$ cat config.mk
export PLATFORM = sky130hd
export DESIGN_NAME = ir_packet_tx
export DESIGN_NICKNAME = d
export VERILOG_FILES = /design/src/rtl/ir_tx_pkg.sv /design/src/rtl/ir_rate_gen.sv /design/src/rtl/ir_btn_sync.sv /design/src/rtl/ir_field_seq.sv /design/src/rtl/ir_packet_tx.sv
export SDC_FILE = /design/constraint.sdc
export NUM_CORES = 1
export LEC_CHECK = 0
export BUFFER_PORTS_ARGS = -buffer_cell sky130_fd_sc_hd__buf_2
export CAP_MARGIN = 40
export CORE_MARGIN = 3
export CORE_UTILIZATION = 50
export CTS_CLUSTER_SIZE = 14
export DETAILED_ROUTE_END_ITERATION = 7
export HOLD_SLACK_MARGIN = 0.08
export PLACE_DENSITY = 0.69
export SYNTH_ARGS = -nofsm -noshare
export SYNTH_HDL_FRONTEND = slang
export SYNTH_SLANG_ARGS = --single-unit
$ cat constraint.sdc
create_clock -name clk_i -period 2.5 [get_ports clk_i]
set_input_delay 0.5 -clock clk_i [delete_from_list [all_inputs] [get_ports clk_i]]
set_output_delay 0.5 -clock clk_i [all_outputs]
set_load 0.02 [all_outputs]
$ cat src/rtl/ir_tx_pkg.sv
package ir_tx_pkg;

  localparam int NUM_BTN   = 4;
  localparam int BTN_RIGHT = 0;
  localparam int BTN_LEFT  = 1;
  localparam int BTN_FWD   = 2;
  localparam int BTN_BACK  = 3;

  typedef enum logic [3:0] {
    FLD_IDLE   = 4'd0,
    FLD_START  = 4'd1,
    FLD_GAP_A  = 4'd2,
    FLD_SELECT = 4'd3,
    FLD_GAP_B  = 4'd4,
    FLD_RIGHT  = 4'd5,
    FLD_GAP_C  = 4'd6,
    FLD_LEFT   = 4'd7,
    FLD_GAP_D  = 4'd8,
    FLD_FWD    = 4'd9,
    FLD_GAP_E  = 4'd10,
    FLD_BACK   = 4'd11,
    FLD_GAP_F  = 4'd12
  } fld_e;

  // packet field order is protocol behaviour
  function automatic fld_e fld_next(fld_e f);
    case (f)
      FLD_START:  return FLD_GAP_A;
      FLD_GAP_A:  return FLD_SELECT;
      FLD_SELECT: return FLD_GAP_B;
      FLD_GAP_B:  return FLD_RIGHT;
      FLD_RIGHT:  return FLD_GAP_C;
      FLD_GAP_C:  return FLD_LEFT;
      FLD_LEFT:   return FLD_GAP_D;
      FLD_GAP_D:  return FLD_FWD;
      FLD_FWD:    return FLD_GAP_E;
      FLD_GAP_E:  return FLD_BACK;
      FLD_BACK:   return FLD_GAP_F;
      default:    return FLD_IDLE;
    endcase
  endfunction

  function automatic logic fld_is_gap(fld_e f);
    return f inside {FLD_GAP_A, FLD_GAP_B, FLD_GAP_C, FLD_GAP_D, FLD_GAP_E, FLD_GAP_F};
  endfunction

  function automatic logic fld_is_burst(fld_e f);
    return f inside {FLD_START, FLD_SELECT, FLD_RIGHT, FLD_LEFT, FLD_FWD, FLD_BACK};
  endfunction

endpackage

$ cat src/rtl/ir_rate_gen.sv
module ir_rate_gen #(
  parameter int CARRIER_DIV = 2778,
  parameter int PACKET_DIV  = 10000000
) (
  input  logic clk_i,
  input  logic rst_ni,
  output logic pkt_tick_o,
  output logic car_tick_o,
  output logic car_lvl_o
);

  localparam int CW   = $clog2(CARRIER_DIV);
  localparam int PW   = $clog2(PACKET_DIV);
  localparam int HALF = CARRIER_DIV / 2;

  logic [CW-1:0] cc_q;
  logic [PW-1:0] pc_q;
  logic          car_wrap;

  assign pkt_tick_o = (pc_q == PW'(PACKET_DIV - 1));
  assign car_wrap   = (cc_q == CW'(CARRIER_DIV - 1));
  assign car_tick_o = car_wrap && !pkt_tick_o;
  assign car_lvl_o  = (cc_q < CW'(HALF));

  always_ff @(posedge clk_i or negedge rst_ni) begin
    if (!rst_ni)         pc_q <= '0;
    else if (pkt_tick_o) pc_q <= '0;
    else                 pc_q <= pc_q + PW'(1);
  end

  // carrier phase realigned on every packet start
  always_ff @(posedge clk_i or negedge rst_ni) begin
    if (!rst_ni)                     cc_q <= '0;
    else if (pkt_tick_o || car_wrap) cc_q <= '0;
    else                             cc_q <= cc_q + CW'(1);
  end

endmodule

$ cat src/rtl/ir_btn_sync.sv
module ir_btn_sync #(
  parameter int WIDTH  = 4,
  parameter int STAGES = 2
) (
  input  logic             clk_i,
  input  logic             rst_ni,
  input  logic [WIDTH-1:0] d_i,
  output logic [WIDTH-1:0] q_o
);

  logic [WIDTH-1:0] stg_q [STAGES];

  for (genvar s = 0; s < STAGES; s++) begin : g_stage
    if (s == 0) begin : g_first
      always_ff @(posedge clk_i or negedge rst_ni) begin
        if (!rst_ni) stg_q[s] <= '0;
        else         stg_q[s] <= d_i;
      end
    end else begin : g_next
      always_ff @(posedge clk_i or negedge rst_ni) begin
        if (!rst_ni) stg_q[s] <= '0;
        else         stg_q[s] <= stg_q[s-1];
      end
    end
  end

  assign q_o = stg_q[STAGES-1];

endmodule

$ cat src/rtl/ir_field_seq.sv
module ir_field_seq
  import ir_tx_pkg::*;
#(
  parameter int START_LEN = 16,
  parameter int SEL_LEN   = 8,
  parameter int GAP_LEN   = 4,
  parameter int LONG_LEN  = 12,
  parameter int SHORT_LEN = 4,
  parameter int CNT_W     = 5
) (
  input  logic               clk_i,
  input  logic               rst_ni,
  input  logic               pkt_tick_i,
  input  logic               car_tick_i,
  input  logic [NUM_BTN-1:0] btn_i,
  output fld_e               state_o,
  output logic [CNT_W-1:0]   cnt_o,
  output logic [NUM_BTN-1:0] btn_lat_o,
  output logic               burst_o
);

  fld_e               state_q;
  logic [CNT_W-1:0]   cnt_q;
  logic [NUM_BTN-1:0] btn_lat_q;
  logic [CNT_W-1:0]   cur_len;
  logic               fld_done;

  function automatic logic [CNT_W-1:0] dir_len(logic pressed);
    return pressed ? CNT_W'(LONG_LEN) : CNT_W'(SHORT_LEN);
  endfunction

  always_comb begin
    case (state_q)
      FLD_START:  cur_len = CNT_W'(START_LEN);
      FLD_SELECT: cur_len = CNT_W'(SEL_LEN);
      FLD_RIGHT:  cur_len = dir_len(btn_lat_q[BTN_RIGHT]);
      FLD_LEFT:   cur_len = dir_len(btn_lat_q[BTN_LEFT]);
      FLD_FWD:    cur_len = dir_len(btn_lat_q[BTN_FWD]);
      FLD_BACK:   cur_len = dir_len(btn_lat_q[BTN_BACK]);
      FLD_IDLE:   cur_len = CNT_W'(1);
      default:    cur_len = CNT_W'(GAP_LEN);
    endcase
  end

  assign fld_done = (cnt_q == cur_len - CNT_W'(1));

  always_ff @(posedge clk_i or negedge rst_ni) begin
    if (!rst_ni) begin
      state_q   <= FLD_IDLE;
      cnt_q     <= '0;
      btn_lat_q <= '0;
    end else if (pkt_tick_i) begin
      state_q   <= FLD_START;
      cnt_q     <= '0;
      btn_lat_q <= btn_i;
    end else if (car_tick_i && state_q != FLD_IDLE) begin
      if (fld_done) begin
        state_q <= fld_next(state_q);
        cnt_q   <= '0;
      end else begin
        cnt_q <= cnt_q + CNT_W'(1);
      end
    end
  end

  assign state_o   = state_q;
  assign cnt_o     = cnt_q;
  assign btn_lat_o = btn_lat_q;
  assign burst_o   = fld_is_burst(state_q);

endmodule

$ cat src/rtl/ir_packet_tx.sv
module ir_packet_tx
  import ir_tx_pkg::*;
#(
  parameter int CARRIER_DIV = 2778,
  parameter int PACKET_DIV  = 10000000,
  parameter int START_LEN   = 16,
  parameter int SEL_LEN     = 8,
  parameter int GAP_LEN     = 4,
  parameter int LONG_LEN    = 12,
  parameter int SHORT_LEN   = 4,
  parameter int SYNC_STAGES = 2
) (
  input  logic               clk_i,
  input  logic               rst_ni,
  input  logic [NUM_BTN-1:0] btn_i,
  output logic               led_o
);

  localparam int MAX_A   = (START_LEN > SEL_LEN) ? START_LEN : SEL_LEN;
  localparam int MAX_B   = (LONG_LEN > SHORT_LEN) ? LONG_LEN : SHORT_LEN;
  localparam int MAX_C   = (MAX_A > MAX_B) ? MAX_A : MAX_B;
  localparam int MAX_LEN = (MAX_C > GAP_LEN) ? MAX_C : GAP_LEN;
  localparam int CNT_W   = $clog2(MAX_LEN + 1);

  logic               pkt_tick;
  logic               car_tick;
  logic               car_lvl;
  logic [NUM_BTN-1:0] btn_sync;
  fld_e               seq_state;
  logic [CNT_W-1:0]   seq_cnt;
  logic [NUM_BTN-1:0] btn_lat;
  logic               burst;

  ir_rate_gen #(
    .CARRIER_DIV (CARRIER_DIV),
    .PACKET_DIV  (PACKET_DIV)
  ) u_rate (
    .clk_i      (clk_i),
    .rst_ni     (rst_ni),
    .pkt_tick_o (pkt_tick),
    .car_tick_o (car_tick),
    .car_lvl_o  (car_lvl)
  );

  ir_btn_sync #(
    .WIDTH  (NUM_BTN),
    .STAGES (SYNC_STAGES)
  ) u_sync (
    .clk_i  (clk_i),
    .rst_ni (rst_ni),
    .d_i    (btn_i),
    .q_o    (btn_sync)
  );

  ir_field_seq #(
    .START_LEN (START_LEN),
    .SEL_LEN   (SEL_LEN),
    .GAP_LEN   (GAP_LEN),
    .LONG_LEN  (LONG_LEN),
    .SHORT_LEN (SHORT_LEN),
    .CNT_W     (CNT_W)
  ) u_seq (
    .clk_i      (clk_i),
    .rst_ni     (rst_ni),
    .pkt_tick_i (pkt_tick),
    .car_tick_i (car_tick),
    .btn_i      (btn_sync),
    .state_o    (seq_state),
    .cnt_o      (seq_cnt),
    .btn_lat_o  (btn_lat),
    .burst_o    (burst)
  );

  assign led_o = burst & car_lvl;

endmodule

## Word level (Yosys, flattened, before mapping)

Memories as Yosys holds them, arrays and structs flattened.
Cells that the tools add are included.

- Add/subtract/negate cells: 4
- Reduce and logical (&&, ||, !) cells: 10
- Bitwise operators: 1
- Multiplexer cells: 13
- Order comparisons: 1
- Eq/ne operators: 9

Operators with widths:

| kind | number |
|---|---|
| case mux 5 bit (7 select lines) | 1 |
| 2-to-1 mux 4 bit | 7 |
| adder 24 x 1 -> 24 bit, second input constant | 1 |
| == test 24 bit, second input constant | 1 |
| 2-to-1 mux 24 bit | 1 |
| 2-to-1 mux 5 bit | 3 |
| adder 12 x 1 -> 12 bit, second input constant | 1 |
| == test 12 bit, second input constant | 1 |
| < comparator 12 x 11 -> 1 bit, second input constant | 1 |
| 2-to-1 mux 12 bit | 1 |
| == test 4 x 3 -> 1 bit, second input constant | 2 |
| == test 4 bit, second input constant | 2 |
| nonzero test 6 bit | 1 |
| adder 5 x 1 -> 5 bit, second input constant | 1 |
| == test 5 bit | 1 |
| subtractor 5 x 1 -> 5 bit, second input constant | 1 |
| == test 4 x 1 -> 1 bit, second input constant | 1 |
| == test 4 x 2 -> 1 bit, second input constant | 1 |
| zero test 4 bit | 1 |
| nonzero test 2 bit | 2 |
| nonzero test 4 bit | 1 |
| logical AND 1 bit | 2 |
| AND reduction 2 bit | 1 |
| AND 1 bit | 1 |
| 2 further kinds | 2 |

- Flip-flop bits (word level): 57
- Memories: 1
- Bits of input ports: 6
- Bits in read-only memories: 64

Memories:

| memory | depth | bits a word | read ports | clocked after Yosys merged registers in | wr ports | line | text |
|---|---|---|---|---|---|---|---|
| (no name shown) | 16 | 4 | 1 | 0 | 0 | ir_tx_pkg.sv:27 | `case (f)` |

## Logic depth before layout (Yosys ltp)

- Depth after elaboration: 7
- Mapped depth: 9

## By module

A second synthesis with hierarchy kept.

- Cell total of the unflattened synthesis: 306
- Area, all modules: 3050.4 um^2

Modules (own cells, without submodules):

| module | area each (um^2) | instances | seq. area each (um^2) | cells an instance |
|---|---|---|---|---|
| ir_rate_gen | 1821.7 | 1 | 900.9 | 182 |
| ir_field_seq | 992.2 | 1 | 325.3 | 111 |
| ir_btn_sync | 230.2 | 1 | 200.2 | 12 |
| ir_packet_tx | 6.3 | 1 | 0.0 | 1 |

## Worst setup path before layout

OpenSTA, ideal clock, no wires.

- Kind: register -> register
- From: register u_seq.state_q[0] (netlist: u_seq.state_o[0])
- To: register u_seq.state_q[0] (netlist: u_seq.state_o[0])
- Path slack: 0.518 ns
- Clock period less this slack: 1.982 ns
- Stages on the path, launching flop included: 10
- Arrival time: 1.902 ns
- Path through: dfrtp_1 inv_1 ha_1 nor3_2 and2b_1 nand3b_1 a2111o_1 buf_6 a21oi_4 mux2i_1

- Cells in the longest elaborated chain, start to end: 6

RTL lines:

| item | line | text |
|---|---|---|
| from (decl) | ir_field_seq.sv:22 | `fld_e state_q;` |
| from (signal assigned) | ir_field_seq.sv:58 | `state_q <= fld_next(state_q);` |
| == test 4 bit (tied with other cells) | ir_field_seq.sv:33 | `case (state_q)` |
| case mux 5 bit (7 select lines) | ir_field_seq.sv:33 |  |
| subtractor 5 x 1 -> 5 bit | ir_field_seq.sv:45 | `assign fld_done = (cnt_q == cur_len - CNT_W'(1));` |
| == test 5 bit | ir_field_seq.sv:45 |  |
| nonzero test 2 bit (no line) | -- |  |
| AND reduction 2 bit (no line) | -- |  |

Several ways; a longest one is shown, not always the timed one. The select of a mux whose other input is x is not followed.
A chain may end at the register's enable or synchronous reset.

## Worst setup path in the final report

- From: register u_rate.cc_q[1]
- To: output port led_o

- Cells in the longest elaborated chain, start to end: 2

RTL lines:

| item | line | text |
|---|---|---|
| from (decl) | ir_rate_gen.sv:16 | `logic [CW-1:0] cc_q;` |
| from (signal assigned) | ir_rate_gen.sv:35 | `else cc_q <= cc_q + CW'(1);` |
| < comparator 12 x 11 -> 1 bit | ir_rate_gen.sv:23 | `assign car_lvl_o = (cc_q < CW'(HALF));` |
| AND 1 bit | ir_packet_tx.sv:74 | `assign led_o = burst & car_lvl;` |
| to (decl) | ir_packet_tx.sv:16 | `output logic led_o` |

No other way between the ends.

==> results.tsv <==
metric	value	unit
status	finished, final reports clean	
swShare	18.8	%
drc	0	
die-area	6850	µm²
yosys.area_share.xor_xnor	9.21	%
synth-adder-area-share	4.25	%
core_area	5610	µm²
drt_first_pass_iters	4	
clockPowerShare	52.2	%
cts.reportedPaths.clkPinSlew	60	ps
ir_worst_vdd	0.461	mV
cts_tree	yes	
root_buffer	clkbuf_8	
clock.fmax	429	MHz
synthFlopType	dfrtp_1	
antenna_found_initial	0	
cts.sinks	57	
synth-seq-area-share	48.4	%
period_share	93.3	%
holdWs	178	ps
worst_slew_pin_slew	609	ps
synth-edff-count	0	
grt_usage	17.5	%
drt_iter0_drc	98	
area_delta_synth_final	12.7	%
drt-total-wl	5120	µm
dp_cells	357	
finalPower	2.00	mW
pwr-share-comb	1.2	%
crit_required	2000	ps
reg2regPathDepth	8	
drive_gt1_share	13.9	%
cts_hold_buf	0	
num_vias	2052	
grt_start_max_net_pins	33	
fp.dieW	82.8	µm
pin_count	7	
drv_cap	0	
cts_made_buffers	9	
diodes	0	
synth_top_family_by_area	simple AND/OR/NAND/NOR gates	
critPathKind	flip-flop to output port	
place_congestion	0.835	
pre_cts_slack	265	ps
portBuffers	6	
synthesis.nets	302	
finalCriticalPeriod	2330	ps
die_h	82.8	µm
crit_path_end_kind	output port	
r2r_slack	210	ps
rsz0062_at_grt	false	
worst_setup_path_start_kind	flip-flop	
p_seq_share	46.6	%
synthSimpleGateAreaFrac	24.9	%
synth_cell_types	51	
setup_slack	166	ps
synth_mux_area_share	2.89	%
synth_compound_area_share	6.54	%
nNetsFinal	313	
postSynthCellCount	286	
wl_met2	2460	µm
initial_core_util	52.5	%
grt_pass1_wl	9070	µm
max-clock-path-buffers	2	
placementRows	27	
netlist_area	2950	µm²
wirelength_met1	2420	µm
dp_hpwl	3440	µm
synth-seq-cells	57	
power.internal	1.62	mW
vias_per_cell	5.49	
tns	0	ps
fin_cells	374	
switchingPower	0.375	mW
hold_violations	0	
critPathMaxFanout	4	
htree_num_levels	3	
wl_per_cell	13.7	µm
drv_slew	0	
clock_skew	8.47	ps
synth-async-reset-ratio	100	%
overflow	0	
highest_layer	met4	
syn_area_per_cell	10.3	µm²
cp_data_arrival_time	1830	ps
ant_nets	0	
setup_viol	0	
power.density	601	nW/µm²
yosysWarnings	0	
insertion_delay	330	ps
first_global_vias	2059	
relSlewSlack	59.4	%
wl_met3	207	µm
nFillCells	496	
hold_class	input port to asynchronous set/reset pin	
cellLeakagePower	1.44	nW
## power groups by stage
| stage | Combinational (mW) | Sequential, mW | Clock, mW |
|---|---|---|---|
| after global placement | 0.0259 | 0.947 | 0 |
| after floorplan | 0.0000502 | 0.947 | 0 |
| final | 0.0243 | 0.931 | 1.04 |
| after CTS | 0.0262 | 0.931 | 1.07 |
| after detailed placement | 0.0264 | 0.948 | 0 |
| after global routing | 0.0285 | 0.930 | 1.12 |
## synth_stat cells, types with 6 or more instances
| master | number | area [µm²] |
|---|---|---|
| inv_1 | 11 | 41.3 |
| nand3_1 | 16 | 80.1 |
| xor2_1 | 15 | 131 |
| ha_1 | 10 | 125 |
| nand4_1 | 13 | 81.3 |
| nor3_1 | 11 | 55.1 |
| nand2b_1 | 7 | 43.8 |
| o21ai_0 | 6 | 30.0 |
| nor2_1 | 35 | 131 |
| xnor2_1 | 16 | 140 |
| dfrtp_1 | 57 | 1430 |
| nand2_1 | 18 | 67.6 |
## logic make-up (layout without fill, tap and decap cells)
group | count (synthesis) | after routing
AO/OA/AOI/OAI | 25 | 25
buffers and inverters | 22 | 38
flip-flops | 57 | 57
AND/OR/NAND/NOR | 133 | 133
adder cells (fa/ha/maj) | 10 | 10
XOR/XNOR | 31 | 31
multiplexers | 8 | 8
## sequential cells by signal (all words and copies together) (netlist names)
| register | flops |
|---|---|
| u_seq.btn_lat_o | 4 |
| u_sync.stg_q | 4 |
| u_sync.q_o | 4 |
| u_rate.cc_q | 12 |
| u_seq.cnt_o | 5 |
| u_seq.state_o | 4 |
| u_rate.pc_q | 24 |
## worst paths after layout
kind | from | end
worst max-delay path | u_rate.cc_q[1]$_DFF_PN0_ | led_o
worst min-delay path | rst_ni | u_rate.cc_q[8]$_DFF_PN0_
worst max register to register | u_seq.state_o[0]$_DFFE_PN0P_ | u_seq.state_o[1]$_DFFE_PN0P_
worst min register to register | u_sync.stg_q[5]$_DFF_PN0_ | u_sync.q_o[1]$_DFF_PN0_
max in group asynchronous | rst_ni | u_rate.pc_q[7]$_DFF_PN0_
min in group clk_i | btn_i[2] | u_sync.stg_q[6]$_DFF_PN0_
## cell usage in the layout, fill, tap and decap left out, types with 4 or more instances in the layout
cell type   n
dfrtp_1    56
nor2_1     35
nand2_1    18
nand3_1    16
xnor2_1    16
xor2_1     15
nand4_1    13
inv_1      11
nor3_1     10
ha_1       10
clkbuf_8   10
nand2b_1    7
o21ai_0     6
buf_2       6
a21oi_1     5
nor2b_1     5
mux2_2      4
mux2i_1     4
## per-layer routing
metal,vias up,GRT usage [%]
li1,1011,-
met1,1004,22.0
met2,33,28.0
met3,4,6.94
met4,0,4.90
met5,-,0
## worst max-delay path: stages (launching register included)
cell and delay (ps):
dfrtp_1 410, inv_1 90, ha_1 140, inv_1 40, a21oi_1 120, nor2_1 50
o21a_1 160, o21ai_0 160, and3_1 170, buf_2 160
## per-stage QoR
stage / instance area (µm²) / util [%]
after floorplan: 2950 / -
after global placement: 3060 / 54.5
after detailed placement: 3060 / 54.5
after CTS: 3300 / 58.9
after global routing: 3320 / 59.2
final: 3320 / 59.2
## what timing repair did
action | CTS | global route
resized for setup | 0 | 1
setup endpoints to repair | 0 | 3
buffers inserted | 0 | 1
## layout make-up
type | instances | area [µm²] | area share [%]
clock buffer | 11 | 141 | 4.26
clock inverter | 5 | 103 | 3.09
inverter | 11 | 41.3 | 1.24
multi-input combinational | 207 | 1410 | 42.6
sequential | 57 | 1430 | 43.0
tap | 72 | 90.1 | 2.71
timing repair buffer | 11 | 105 | 3.16
(Power assumes the default switching activity.)
